$ cat config.mk
export PLATFORM = sky130hd
export DESIGN_NAME = useq_top
export DESIGN_NICKNAME = d
export VERILOG_FILES = /design/src/rtl/useq_pkg.sv /design/src/rtl/useq_store.sv /design/src/rtl/useq_next.sv /design/src/rtl/useq_pc.sv /design/src/rtl/useq_top.sv
export SDC_FILE = /design/constraint.sdc
export NUM_CORES = 1
export LEC_CHECK = 0
export BUFFER_PORTS_ARGS = -buffer_cell sky130_fd_sc_hd__buf_2
export CORE_MARGIN = 10
export CORE_UTILIZATION = 43
export DETAILED_ROUTE_END_ITERATION = 12
export PLACE_DENSITY = 0.78
export SLEW_MARGIN = 15
export SYNTH_ARGS = -nofsm -noshare
export SYNTH_HDL_FRONTEND = slang
export SYNTH_SLANG_ARGS = --single-unit
$ cat constraint.sdc
create_clock -name clk -period 1.8 [get_ports clk]
set_clock_uncertainty 0.1 [all_clocks]
set_input_delay 0.36 -clock clk [delete_from_list [all_inputs] [get_ports clk]]
set_output_delay 0.36 -clock clk [all_outputs]
set_load 0.01 [all_outputs]
$ cat src/rtl/useq_pkg.sv
package useq_pkg;

  localparam int CTRL_W = 16;
  localparam int UA_W   = 5;
  localparam int OP_W   = 2;
  localparam int DEPTH  = 1 << UA_W;

  // control bit positions
  localparam int B_PC_DRIVE  = 0;
  localparam int B_MAR_LOAD  = 1;
  localparam int B_MEM_READ  = 2;
  localparam int B_SEL_CONST = 3;
  localparam int B_ALU_ADD   = 4;
  localparam int B_Z_LOAD    = 5;
  localparam int B_Z_DRIVE   = 6;
  localparam int B_RA_DRIVE  = 7;
  localparam int B_RA_LOAD   = 8;
  localparam int B_RC_DRIVE  = 9;
  localparam int B_WAIT_MEM  = 10;
  localparam int B_MDR_DRIVE = 11;
  localparam int B_IR_LOAD   = 12;
  localparam int B_Y_LOAD    = 13;
  localparam int B_PC_LOAD   = 14;
  localparam int B_DONE      = 15;

  typedef enum logic [1:0] {
    SQ_NEXT     = 2'b00,
    SQ_BRCOND   = 2'b01,
    SQ_JUMP     = 2'b10,
    SQ_DISPATCH = 2'b11
  } seq_e;

  typedef struct packed {
    seq_e              seq;
    logic              test_z;
    logic [UA_W-1:0]   target;
    logic [CTRL_W-1:0] ctrl;
  } uinstr_t;

  function automatic logic [CTRL_W-1:0] sig(input int pos);
    return CTRL_W'(1) << pos;
  endfunction

  function automatic uinstr_t mk(input seq_e s, input logic tz, input int tgt,
                                 input logic [CTRL_W-1:0] c);
    uinstr_t w;
    w.seq    = s;
    w.test_z = tz;
    w.target = UA_W'(tgt);
    w.ctrl   = c;
    return w;
  endfunction

  // start address of each machine instruction's microroutine
  function automatic logic [UA_W-1:0] start_of(input logic [OP_W-1:0] op);
    case (op)
      2'd0:    return UA_W'(3);
      2'd1:    return UA_W'(8);
      2'd2:    return UA_W'(12);
      default: return UA_W'(16);
    endcase
  endfunction

  function automatic logic [UA_W-1:0] succ(input logic [UA_W-1:0] a);
    return a + UA_W'(1);
  endfunction

  // control store contents
  function automatic uinstr_t program_word(input int a);
    case (a)
      0:  return mk(SQ_NEXT, 1'b0, 0, sig(B_PC_DRIVE) | sig(B_MAR_LOAD) | sig(B_MEM_READ) |
                                      sig(B_SEL_CONST) | sig(B_ALU_ADD) | sig(B_Z_LOAD));
      1:  return mk(SQ_NEXT, 1'b0, 0, sig(B_Z_DRIVE) | sig(B_PC_LOAD) | sig(B_Y_LOAD) |
                                      sig(B_WAIT_MEM));
      2:  return mk(SQ_DISPATCH, 1'b0, 0, sig(B_MDR_DRIVE) | sig(B_IR_LOAD));
      3:  return mk(SQ_NEXT, 1'b0, 0, sig(B_RC_DRIVE) | sig(B_MAR_LOAD) | sig(B_MEM_READ));
      4:  return mk(SQ_NEXT, 1'b0, 0, sig(B_RA_DRIVE) | sig(B_Y_LOAD) | sig(B_WAIT_MEM));
      5:  return mk(SQ_NEXT, 1'b0, 0, sig(B_MDR_DRIVE) | sig(B_ALU_ADD) | sig(B_Z_LOAD));
      6:  return mk(SQ_NEXT, 1'b0, 0, sig(B_Z_DRIVE) | sig(B_RA_LOAD) | sig(B_DONE));
      8:  return mk(SQ_BRCOND, 1'b0, 10, '0);
      10: return mk(SQ_NEXT, 1'b0, 0, sig(B_PC_DRIVE) | sig(B_Y_LOAD));
      11: return mk(SQ_NEXT, 1'b0, 0, sig(B_Z_DRIVE) | sig(B_PC_LOAD) | sig(B_DONE));
      12: return mk(SQ_BRCOND, 1'b1, 14, '0);
      14: return mk(SQ_NEXT, 1'b0, 0, sig(B_PC_DRIVE) | sig(B_Y_LOAD));
      15: return mk(SQ_NEXT, 1'b0, 0, sig(B_Z_DRIVE) | sig(B_PC_LOAD) | sig(B_DONE));
      16: return mk(SQ_JUMP, 1'b0, 18, '0);
      17: return mk(SQ_NEXT, 1'b0, 0, sig(B_RA_LOAD) | sig(B_DONE));
      18: return mk(SQ_NEXT, 1'b0, 0, sig(B_RA_DRIVE) | sig(B_PC_LOAD) | sig(B_DONE));
      default: return mk(SQ_NEXT, 1'b0, 0, sig(B_DONE));
    endcase
  endfunction

endpackage

$ cat src/rtl/useq_store.sv
module useq_store
  import useq_pkg::*;
#(
  parameter int AW = UA_W,
  localparam int N = 1 << AW
) (
  input  logic [AW-1:0] addr,
  output uinstr_t       word
);

  uinstr_t mem [N];

  for (genvar g = 0; g < N; g++) begin : g_word
    assign mem[g] = program_word(g);
  end

  assign word = mem[addr];

endmodule

$ cat src/rtl/useq_next.sv
module useq_next
  import useq_pkg::*;
#(
  parameter int AW  = UA_W,
  parameter int OPW = OP_W
) (
  input  logic [AW-1:0]  upc,
  input  uinstr_t        word,
  input  logic [OPW-1:0] opcode,
  input  logic           flag_n,
  input  logic           flag_z,
  input  logic           mem_done,
  output logic [AW-1:0]  nxt,
  output logic           hold_o,
  output logic           end_o,
  output logic           branch_o,
  output logic           dispatch_o,
  output logic           step_o
);

  logic cond;

  always_comb begin
    cond       = word.test_z ? flag_z : flag_n;
    hold_o     = word.ctrl[B_WAIT_MEM] & ~mem_done;
    end_o      = word.ctrl[B_DONE] & ~hold_o;
    branch_o   = ~hold_o & ~end_o &
                 ((word.seq == SQ_JUMP) | ((word.seq == SQ_BRCOND) & cond));
    dispatch_o = ~hold_o & ~end_o & (word.seq == SQ_DISPATCH);
    step_o     = ~hold_o & ~end_o & ~branch_o & ~dispatch_o;

    if (hold_o)          nxt = upc;
    else if (end_o)      nxt = '0;
    else if (branch_o)   nxt = word.target;
    else if (dispatch_o) nxt = start_of(opcode);
    else                 nxt = succ(upc);
  end

endmodule

$ cat src/rtl/useq_pc.sv
module useq_pc #(
  parameter int AW = 5
) (
  input  logic          clk,
  input  logic          rst_n,
  input  logic [AW-1:0] nxt,
  output logic [AW-1:0] upc
);

  always_ff @(posedge clk) begin
    if (!rst_n) upc <= '0;
    else        upc <= nxt;
  end

endmodule

$ cat src/rtl/useq_top.sv
module useq_top
  import useq_pkg::*;
#(
  parameter int AW  = UA_W,
  parameter int OPW = OP_W,
  parameter int CW  = CTRL_W
) (
  input  logic           clk,
  input  logic           rst_n,
  input  logic [OPW-1:0] ir_opcode,
  input  logic           flag_n,
  input  logic           flag_z,
  input  logic           mem_done,
  output logic [CW-1:0]  ctrl_word,
  output logic           end_flag,
  output logic [AW-1:0]  micro_addr
);

  logic [AW-1:0] upc;
  logic [AW-1:0] nxt;
  logic [AW-1:0] br_target;
  uinstr_t       word;
  logic          ev_hold, ev_end, ev_branch, ev_dispatch, ev_step;

  useq_store #(.AW(AW)) u_store (
    .addr (upc),
    .word (word)
  );

  useq_next #(.AW(AW), .OPW(OPW)) u_next (
    .upc        (upc),
    .word       (word),
    .opcode     (ir_opcode),
    .flag_n     (flag_n),
    .flag_z     (flag_z),
    .mem_done   (mem_done),
    .nxt        (nxt),
    .hold_o     (ev_hold),
    .end_o      (ev_end),
    .branch_o   (ev_branch),
    .dispatch_o (ev_dispatch),
    .step_o     (ev_step)
  );

  useq_pc #(.AW(AW)) u_pc (
    .clk   (clk),
    .rst_n (rst_n),
    .nxt   (nxt),
    .upc   (upc)
  );

  assign br_target  = word.target;
  assign ctrl_word  = word.ctrl;
  assign end_flag   = word.ctrl[B_DONE];
  assign micro_addr = upc;

endmodule

==> impl_metrics.ini, run 1 <==
[run_status]
outcome = finished with violations
violations = negative setup slack

[floorplan]
initial_core_util_pct = 44.2
io_pins = 29
die_y_um = 61.7
dieArea_sq_mm = 0.00380
coreArea_sq_mm = 0.00169
rows = 15
dieWidth_um = 61.7

[final_layout]
regMostFlops = u_pc.upc
final_core_util_pct = 73.8
layout_commonest_cell = buf_2
antenna_cells = 0
num-nets-final = 156
top_regs = u_pc.upc (5)
syn_to_final_growth_pct = 66.8
drive_gt1_share_pct = 69.3
largest_register_ffs = 5
final_cell_mix = buf_2, buf_4, nand2_1

[clock_network]
hold_buffers = 0
clock-sinks = 5
clock_path_buffers = 2
clkTransAtPathRegs_ns = 0.05
numCtsBuffers = 3
cts-root-buf = clkbuf_4
cts_tree = built
h-tree-depth = 1
worstSkewPairLatency_ns = 0.25

[pwr]
ir_drop_v = 0.00108
p_per_area_mw_per_mm2 = 1950
p_leak_uw = 0.000584
total_power_uw = 2430

[logic_synthesis]
ys_seq_elements = 5
netlist_area_sq_um = 747
synth_edf_count = 0
synth_cell_types = 40
netlist_instances = 93
syn_nets = 108
yosys_warnings = 0
async_flop_share_pct = 0
ys_dominant_reg_cell = dfxtp_1
avgSynthCellArea_sq_um = 8.03
seq_area_frac_synth_pct = 13.4

[route]
dr_total_vias = 871
viasPerCell = 5.55
first_iter_violations = 41
drc = 0
routed_wl_um = 2890
dr.pass1.iters = 4
ant_nets = 0
post_drt_wl_per_cell_um = 18.4

[hold_path]
min_path_type = in -> reg

[setup_path]
crit_arrival_ns = 1.41
slowest_delay_ns = 0.37
worstPathCellList = inv_4 -> ha_4 -> nor2b_4 -> buf_6 -> a22oi_2 -> nor2_1 -> buf_2
worst_ep_required_time_ns = 1.34
worstSetupPathType = reg -> out
cp_max_fo = 3
cp-end-kind = output port
crit_buf_inv = 3
crit_path_start_kind = flop
critPathTopFamily = flip-flops
cpMaxStageDelayCell = dfxtp_4

[placement]
routabilityCongestion = 0.874
post-dp-hpwl_um = 1850
portBuffers = 28

[global_routing]
grt_pass1_wl_um = 3880
antenna_found_initial = 0
track_usage_pct = 13.4
first_global_vias = 856
grt-ovfl-total = 0
grt_max_degree = 11

[flow_run]
cap_violations = 0

[timing]
finalWorstSetupSlack_ns = -0.0679
rsz0062_at_grt = yes
slew_viol_final = 0
clock.fmax_mhz = 535
fin_crit_ns = 1.87
slew_headroom_pct = 83.4
tightest_slew_ns = 0.247
finalCritPeriodShare_pct = 104
final-setup-viol-count = 11
hold_violations = 0
[through the flow]
step	hold slack [ns]	setup WS [ns]	cells	cell area, sq um	TNS (ns)
final	0.299	-0.0679	157	1250	-0.302
after CTS	0.288	-0.0722	152	1140	-0.409
after global routing	0.296	-0.129	157	1250	-1.13
after floorplan	0.407	0.00480	93	772	0
after global placement	0.504	0.00943	142	957	0
after detailed placement	0.527	-0.0429	142	957	-0.0570
[what timing repair did]
item                                    CTS  global route
pin swaps                                 9             5
setup buffers                             6             5
resized for setup                        29            19
endpoints found under the setup margin   18            20
[worst paths after layout]
path	from	endpoint	slack, ns	depth (start not counted)
worst max-delay path	u_pc.upc[0]$_SDFFE_PN0N_	ctrl_word[7]	-0.07	7
worst min-delay path	rst_n	u_pc.upc[2]$_SDFFE_PN0N_	0.30	2
worst max register to register	u_pc.upc[0]$_SDFFE_PN0N_	u_pc.upc[2]$_SDFFE_PN0N_	-0.02	7
worst min register to register	u_pc.upc[0]$_SDFFE_PN0N_	u_pc.upc[0]$_SDFFE_PN0N_	0.56	3
[Yosys cell counts (2+ instances only)]
master / n / area [sq um]
nor3_1: 3 / 15.0
buf_6: 2 / 22.5
o21ai_0: 3 / 15.0
mux2i_1: 3 / 30.0
a211oi_1: 3 / 22.5
inv_1: 7 / 26.3
nor2b_1: 4 / 25.0
nor2_1: 6 / 22.5
a31oi_1: 2 / 12.5
a21oi_1: 5 / 25.0
ha_1: 8 / 100
a22oi_1: 2 / 15.0
dfxtp_1: 5 / 100
nand2_1: 9 / 33.8
buf_4: 5 / 37.5
buf_2: 2 / 10.0
[logic make-up (layout without fill, tap and decap cells)]
family | after synthesis | after routing | synth area share, %
adders and majority gates | 8 | 8 | 13.4
muxes | 5 | 5 | 8.54
xor gates and xnor gates | 1 | 1 | 1.17
AOI/OAI and AO/OA | 25 | 25 | 25.6
and+or+nand+nor | 33 | 33 | 25.0
buffers and inverters | 16 | 63 | 12.9
DFF | 5 | 5 | 13.4
[metal layers]
metal | track usage (%) | wire, um | vias to the layer above
met5 | 0 | 0 | -
met4 | 8.28 | 31 | 0
met3 | 2.68 | 166 | 4
met2 | 24.5 | 1560 | 36
met1 | 13.4 | 1130 | 403
li1 | - | - | 428
[layout make-up]
| type | instances | area, sq um |
|---|---|---|
| clock buffer | 4 | 26.3 |
| inverter | 7 | 31.3 |
| fill | 121 | 443 |
| tap | 17 | 21.3 |
| timing repair buffer | 52 | 347 |
| multi-input combinational | 72 | 704 |
| sequential | 5 | 116 |
[power by group]
part | switching [uW] | leakage, uW | internal, uW
Combinational | 1060 | 0.000525 | 984
Clock | 53.4 | 0.0000150 | 84.3
Sequential | 68.0 | 0.0000442 | 175
Total | 1190 | 0.000584 | 1240
Note: power is estimated with default switching activity, not from simulation.
==> run 2: changes to the inputs <==
- ABC_AREA: not set -> 1
- CORE_UTILIZATION: 43 -> 42
- PLACE_DENSITY: 0.78 -> 0.77
==> impl_metrics.ini, run 2 <==
[setup_path]
cp_max_fo = 3
worst_ep_required_time_ns = 1.34
startpoint = u_pc.upc[1]$_SDFFE_PN0N_
worstSetupPathType = reg -> out
r2r-start = u_pc.upc[1]$_SDFFE_PN0N_
cp-end-kind = output port
crit_arrival_ns = 1.32
crit_path_start_kind = flop

[logic_synthesis]
netlist_instances = 107
netlist.area_leader.share_pct = 14.1
ys_dominant_reg_cell = dfxtp_1
ys_seq_elements = 5
seq_area_frac_synth_pct = 14.1
syn_nets = 122
yosysMostFrequentCell = inv_1
async_flop_share_pct = 0
netlist_area_sq_um = 712
yosys-top-cells-area = dfxtp_1, ha_1, nand3_1, inv_1, nand2_1
netlist.top_cell.by_area = dfxtp_1
ys_top_cells_by_count = inv_1, nand2_1, nand3_1, nor2_1, ha_1
yosys_warnings = 0
synth_cell_types = 26
synth_edf_count = 0
avgSynthCellArea_sq_um = 6.65

[timing]
rsz0062_at_grt = yes
final-setup-viol-count = 0
tightest_slew_ns = 0.249
hold_violations = 0
finalCritPeriodShare_pct = 99.1
slew_viol_final = 0
clock.fmax_mhz = 561
fin_tns_setup_ns = 0
slew_headroom_pct = 83.4
fin_crit_ns = 1.78

[route]
first_iter_violations = 38
viasPerCell = 5.31
dr_total_vias = 876
dr.pass1.iters = 4
routed_wl_um = 2300
drc = 0
ant_nets = 0
post_drt_wl_per_cell_um = 13.9

[clock_network]
hold_buffers = 0
clkTransAtPathRegs_ns = 0.05
clock-sinks = 5
cts-root-buf = clkbuf_4
h-tree-depth = 1
numCtsBuffers = 3
worstSkewPairLatency_ns = 0.23
clock_path_buffers = 2
cts_tree = built

[floorplan]
rows = 14
coreArea_sq_mm = 0.00156
dieWidth_um = 61.2
initial_core_util_pct = 45.7
die_y_um = 61.2
dieArea_sq_mm = 0.00374
io_pins = 29

[pwr]
ir_drop_v = 0.00126
p_per_area_mw_per_mm2 = 2460
power_frac_seq_pct = 10.3
comb_power_share_pct = 85.0
pwr-share-clk_pct = 4.7
p_leak_uw = 0.000609
p_int_uw = 1250
p_sw_share_pct = 53.1
p_sw_uw = 1420

[final_layout]
num-nets-final = 165
layout_commonest_cell = buf_2
top_regs = u_pc.upc (5)
largest_register_ffs = 5
syn_to_final_growth_pct = 52.4
regMostFlops = u_pc.upc
final_cell_mix = buf_2, nand2_1, buf_4
final_core_util_pct = 69.6
drive_gt1_share_pct = 53.0
antenna_cells = 0

[hold_path]
min_from = rst_n
min_path_type = in -> reg

[global_routing]
first_global_vias = 779
antenna_found_initial = 0
grt_max_degree = 11
grt_pass1_wl_um = 3250
grt-ovfl-total = 0
track_usage_pct = 10.8

[placement]
post-dp-hpwl_um = 1680
portBuffers = 28
routabilityCongestion = 1.02

[flow_run]
cap_violations = 0

[run_status]
outcome = finished, final reports clean
-- run 2: final cells by class --
cell class / instances / area [sq um]
Fill cell: 123 / 474
Sequential cell: 5 / 114
Tap cell: 16 / 20.0
Timing Repair Buffer: 43 / 273
Inverter: 18 / 72.6
Clock buffer: 4 / 26.3
Multi-Input combinational cell: 79 / 579
-- run 2: power by group through the flow --
stage | Clock, uW | Sequential [uW] | Combinational [uW]
after floorplan | 0 | 240 | 1280
after global placement | 0 | 255 | 1760
after detailed placement | 0 | 255 | 1770
after CTS | 129 | 266 | 1840
after global routing | 136 | 282 | 2430
final | 125 | 275 | 2260
-- run 2: worst max-delay path: stages (launching register included) --
cell and delay (ns):
dfxtp_4 0.35, inv_4 0.08, ha_4 0.16, inv_2 0.04
nor2_2 0.13, nand2_2 0.11, nand2_4 0.09, buf_2 0.13
-- run 2: logic make-up after synthesis --
logic type	Yosys count	synth area share (%)
AOI/OAI and AO/OA	12	9.49
xor gates and xnor gates	2	2.46
adders and majority gates	8	14.1
buffers and inverters	23	14.9
DFF	5	14.1
and+or+nand+nor	57	45.0
-- run 2: per-layer routing --
metal / track usage (%) / wire length, um / up-vias
met4: 3.58 / 18 / 0
met2: 19.1 / 1160 / 52
met1: 12.0 / 870 / 386
met3: 3.09 / 252 / 2
li1: - / - / 436
met5: 0 / 0 / -
-- run 2: worst paths after layout --
kind                              end  cells after the start  slack, ns
max                     ctrl_word[10]                      7       0.02
min          u_pc.upc[1]$_SDFFE_PN0N_                      3       0.27
max reg2reg  u_pc.upc[0]$_SDFFE_PN0N_                     10       0.13
min reg2reg  u_pc.upc[2]$_SDFFE_PN0N_                      2       0.43
-- run 2: what timing repair did --
| item | in CTS | in global routing |
|---|---|---|
| setup buffers | 1 | 10 |
| resized for setup | 12 | 22 |
| pin swaps | 0 | 7 |
| endpoints found under the setup margin | 13 | 13 |
-- run 2: metrics by stage --
stage,hold WS [ns],instance area (sq um),cells,total power [uW],worst slack [ns]
after floorplan,0.366,712,107,1520,0.0761
after global placement,0.489,863,150,2010,0.131
after detailed placement,0.504,863,150,2020,0.118
after CTS,0.261,922,155,2230,-0.0286
after global routing,0.272,1080,165,2850,-0.0443
final,0.270,1080,165,2660,0.0163
==> run 3: changes to the inputs <==
==> constraint.sdc (replaced) <==
create_clock -name clk -period 1.8 [get_ports clk]
set_clock_uncertainty 0.1 [all_clocks]
set_input_delay 0.18 -clock clk [delete_from_list [all_inputs] [get_ports clk]]
set_output_delay 0.18 -clock clk [all_outputs]
set_load 0.01 [all_outputs]
==> impl_metrics.ini, run 3 (synthesized netlist as in run 2, its figures left out) <==
[pwr]
ir_drop_v = 0.00111
p_leak_uw = 0.000547
pwr-share-clk_pct = 5.8
power_frac_seq_pct = 12.0
comb_power_share_pct = 82.2
p_int_uw = 969
p_per_area_mw_per_mm2 = 2450
p_sw_uw = 1320
p_sw_share_pct = 57.6

[route]
ant_nets = 0
viasPerCell = 5.30
dr.pass1.iters = 4
routed_wl_um = 2200
post_drt_wl_per_cell_um = 14.1
dr_total_vias = 827
first_iter_violations = 23
drc = 0

[timing]
tightest_slew_ns = 0.247
finalCritPeriodShare_pct = 94.5
slew_viol_final = 0
slew_headroom_pct = 83.6
whs_ns = 0.0597
fin_crit_ns = 1.70
clock.fmax_mhz = 588
final-setup-viol-count = 0
hold_violations = 0
rsz0062_at_grt = no
fin_tns_setup_ns = 0
finalWorstSetupSlack_ns = 0.0992

[final_layout]
multi_input_area_sq_um = 528
syn_to_final_growth_pct = 30.9
antenna_cells = 0
largest_register_ffs = 5
nFillCells = 156
num-nets-final = 156
layout_commonest_cell = buf_2
drive_gt1_share_pct = 42.9
top_regs = u_pc.upc (5)
fin_area_sq_um = 932
regMostFlops = u_pc.upc
final_cell_mix = buf_2, inv_1, nand2_1
register_area_sq_um = 105
stdcell_count = 156

[run_status]
outcome = finished, final reports clean

[global_routing]
grt_pass1_wl_um = 3560
first_global_vias = 806
antenna_found_initial = 0
track_usage_pct = 12.2
grt_max_degree = 11
grt-ovfl-total = 0

[clock_network]
numCtsBuffers = 3
h-tree-depth = 1
clock_path_buffers = 2
clkTransAtPathRegs_ns = 0.05
cts_tree = built
worstSkewPairLatency_ns = 0.25
cts-root-buf = clkbuf_4
cts_setup_buffers = 0
clock-sinks = 5

[floorplan]
initial_core_util_pct = 45.7
rows = 14
dieArea_sq_mm = 0.00374
coreArea_sq_mm = 0.00156
dieWidth_um = 61.2
die_y_um = 61.2
io_pins = 29

[placement]
post-dp-hpwl_um = 1830
routabilityCongestion = 1.03
place_inst = 152
place_ws_ns = 0.0691
portBuffers = 28
placed_area_sq_um = 878

[flow_run]
cap_violations = 0

[hold_path]
min_path_type = in -> reg

[setup_path]
cp_max_fo = 3
crit_arrival_ns = 1.42
worstSetupPathType = reg -> out
worst_ep_required_time_ns = 1.52
crit_path_start_kind = flop
cp-end-kind = output port
-- run 3: per-layer routing --
layer | track usage, % | vias to the layer above | routed length, um
met4 | 5.86 | 0 | 14
met3 | 3.09 | 3 | 195
li1 | - | 411 | -
met5 | 0 | - | 0
met1 | 12.3 | 381 | 832
met2 | 22.6 | 32 | 1160
-- run 3: per-stage QoR --
| step | power (uW) | utilization [%] |
|---|---|---|
| 2_1_floorplan | 1520 | - |
| 3_3_place_gp | 2020 | 56.3 |
| 3_5_place_dp | 2070 | 56.3 |
| 4_1_cts | 2210 | 58.0 |
| 5_1_grt | 2500 | 59.8 |
| 6_report | 2290 | 59.8 |
-- run 3: final timing paths --
| kind | from | end | slack, ns | depth (start not counted) |
|---|---|---|---|---|
| setup reg to reg | u_pc.upc[0]$_SDFFE_PN0N_ | u_pc.upc[2]$_SDFFE_PN0N_ | 0.11 | 11 |
| hold / removal | rst_n | u_pc.upc[1]$_SDFFE_PN0N_ | 0.06 | 3 |
| hold reg to reg | u_pc.upc[2]$_SDFFE_PN0N_ | u_pc.upc[2]$_SDFFE_PN0N_ | 0.46 | 2 |
| setup / recovery | u_pc.upc[0]$_SDFFE_PN0N_ | ctrl_word[10] | 0.1 | 7 |
-- run 3: cell type report --
type / instances / area share, %
well taps: 16 / 2.15
repair buffers: 34 / 19.9
inverters: 18 / 7.25
flip-flops and latches: 5 / 11.3
multi-input cells: 79 / 56.6
clock buffers: 4 / 2.82
-- run 3: repair_timing --
| action | 4_1_cts | 5_1_grt |
|---|---|---|
| endpoints found under the setup margin | 0 | 12 |
| resized for setup | 0 | 11 |
| hold buffers | 0 | 0 |
-- run 3: power by group through the flow --
stage	combinational (uW)	clock, uW	sequential [uW]
floorplan	1280	0	240
global placement	1770	0	256
detailed placement	1810	0	259
CTS	1820	132	258
global route	2070	145	285
finish	1880	134	275
-- run 3: critical path, stage by stage, from the launching register on --
cell     delay (ns)
dfxtp_2        0.32
inv_1          0.11
ha_2           0.21
inv_1          0.07
nor2_2         0.12
nand2_2        0.10
nand2_4        0.11
buf_2          0.14
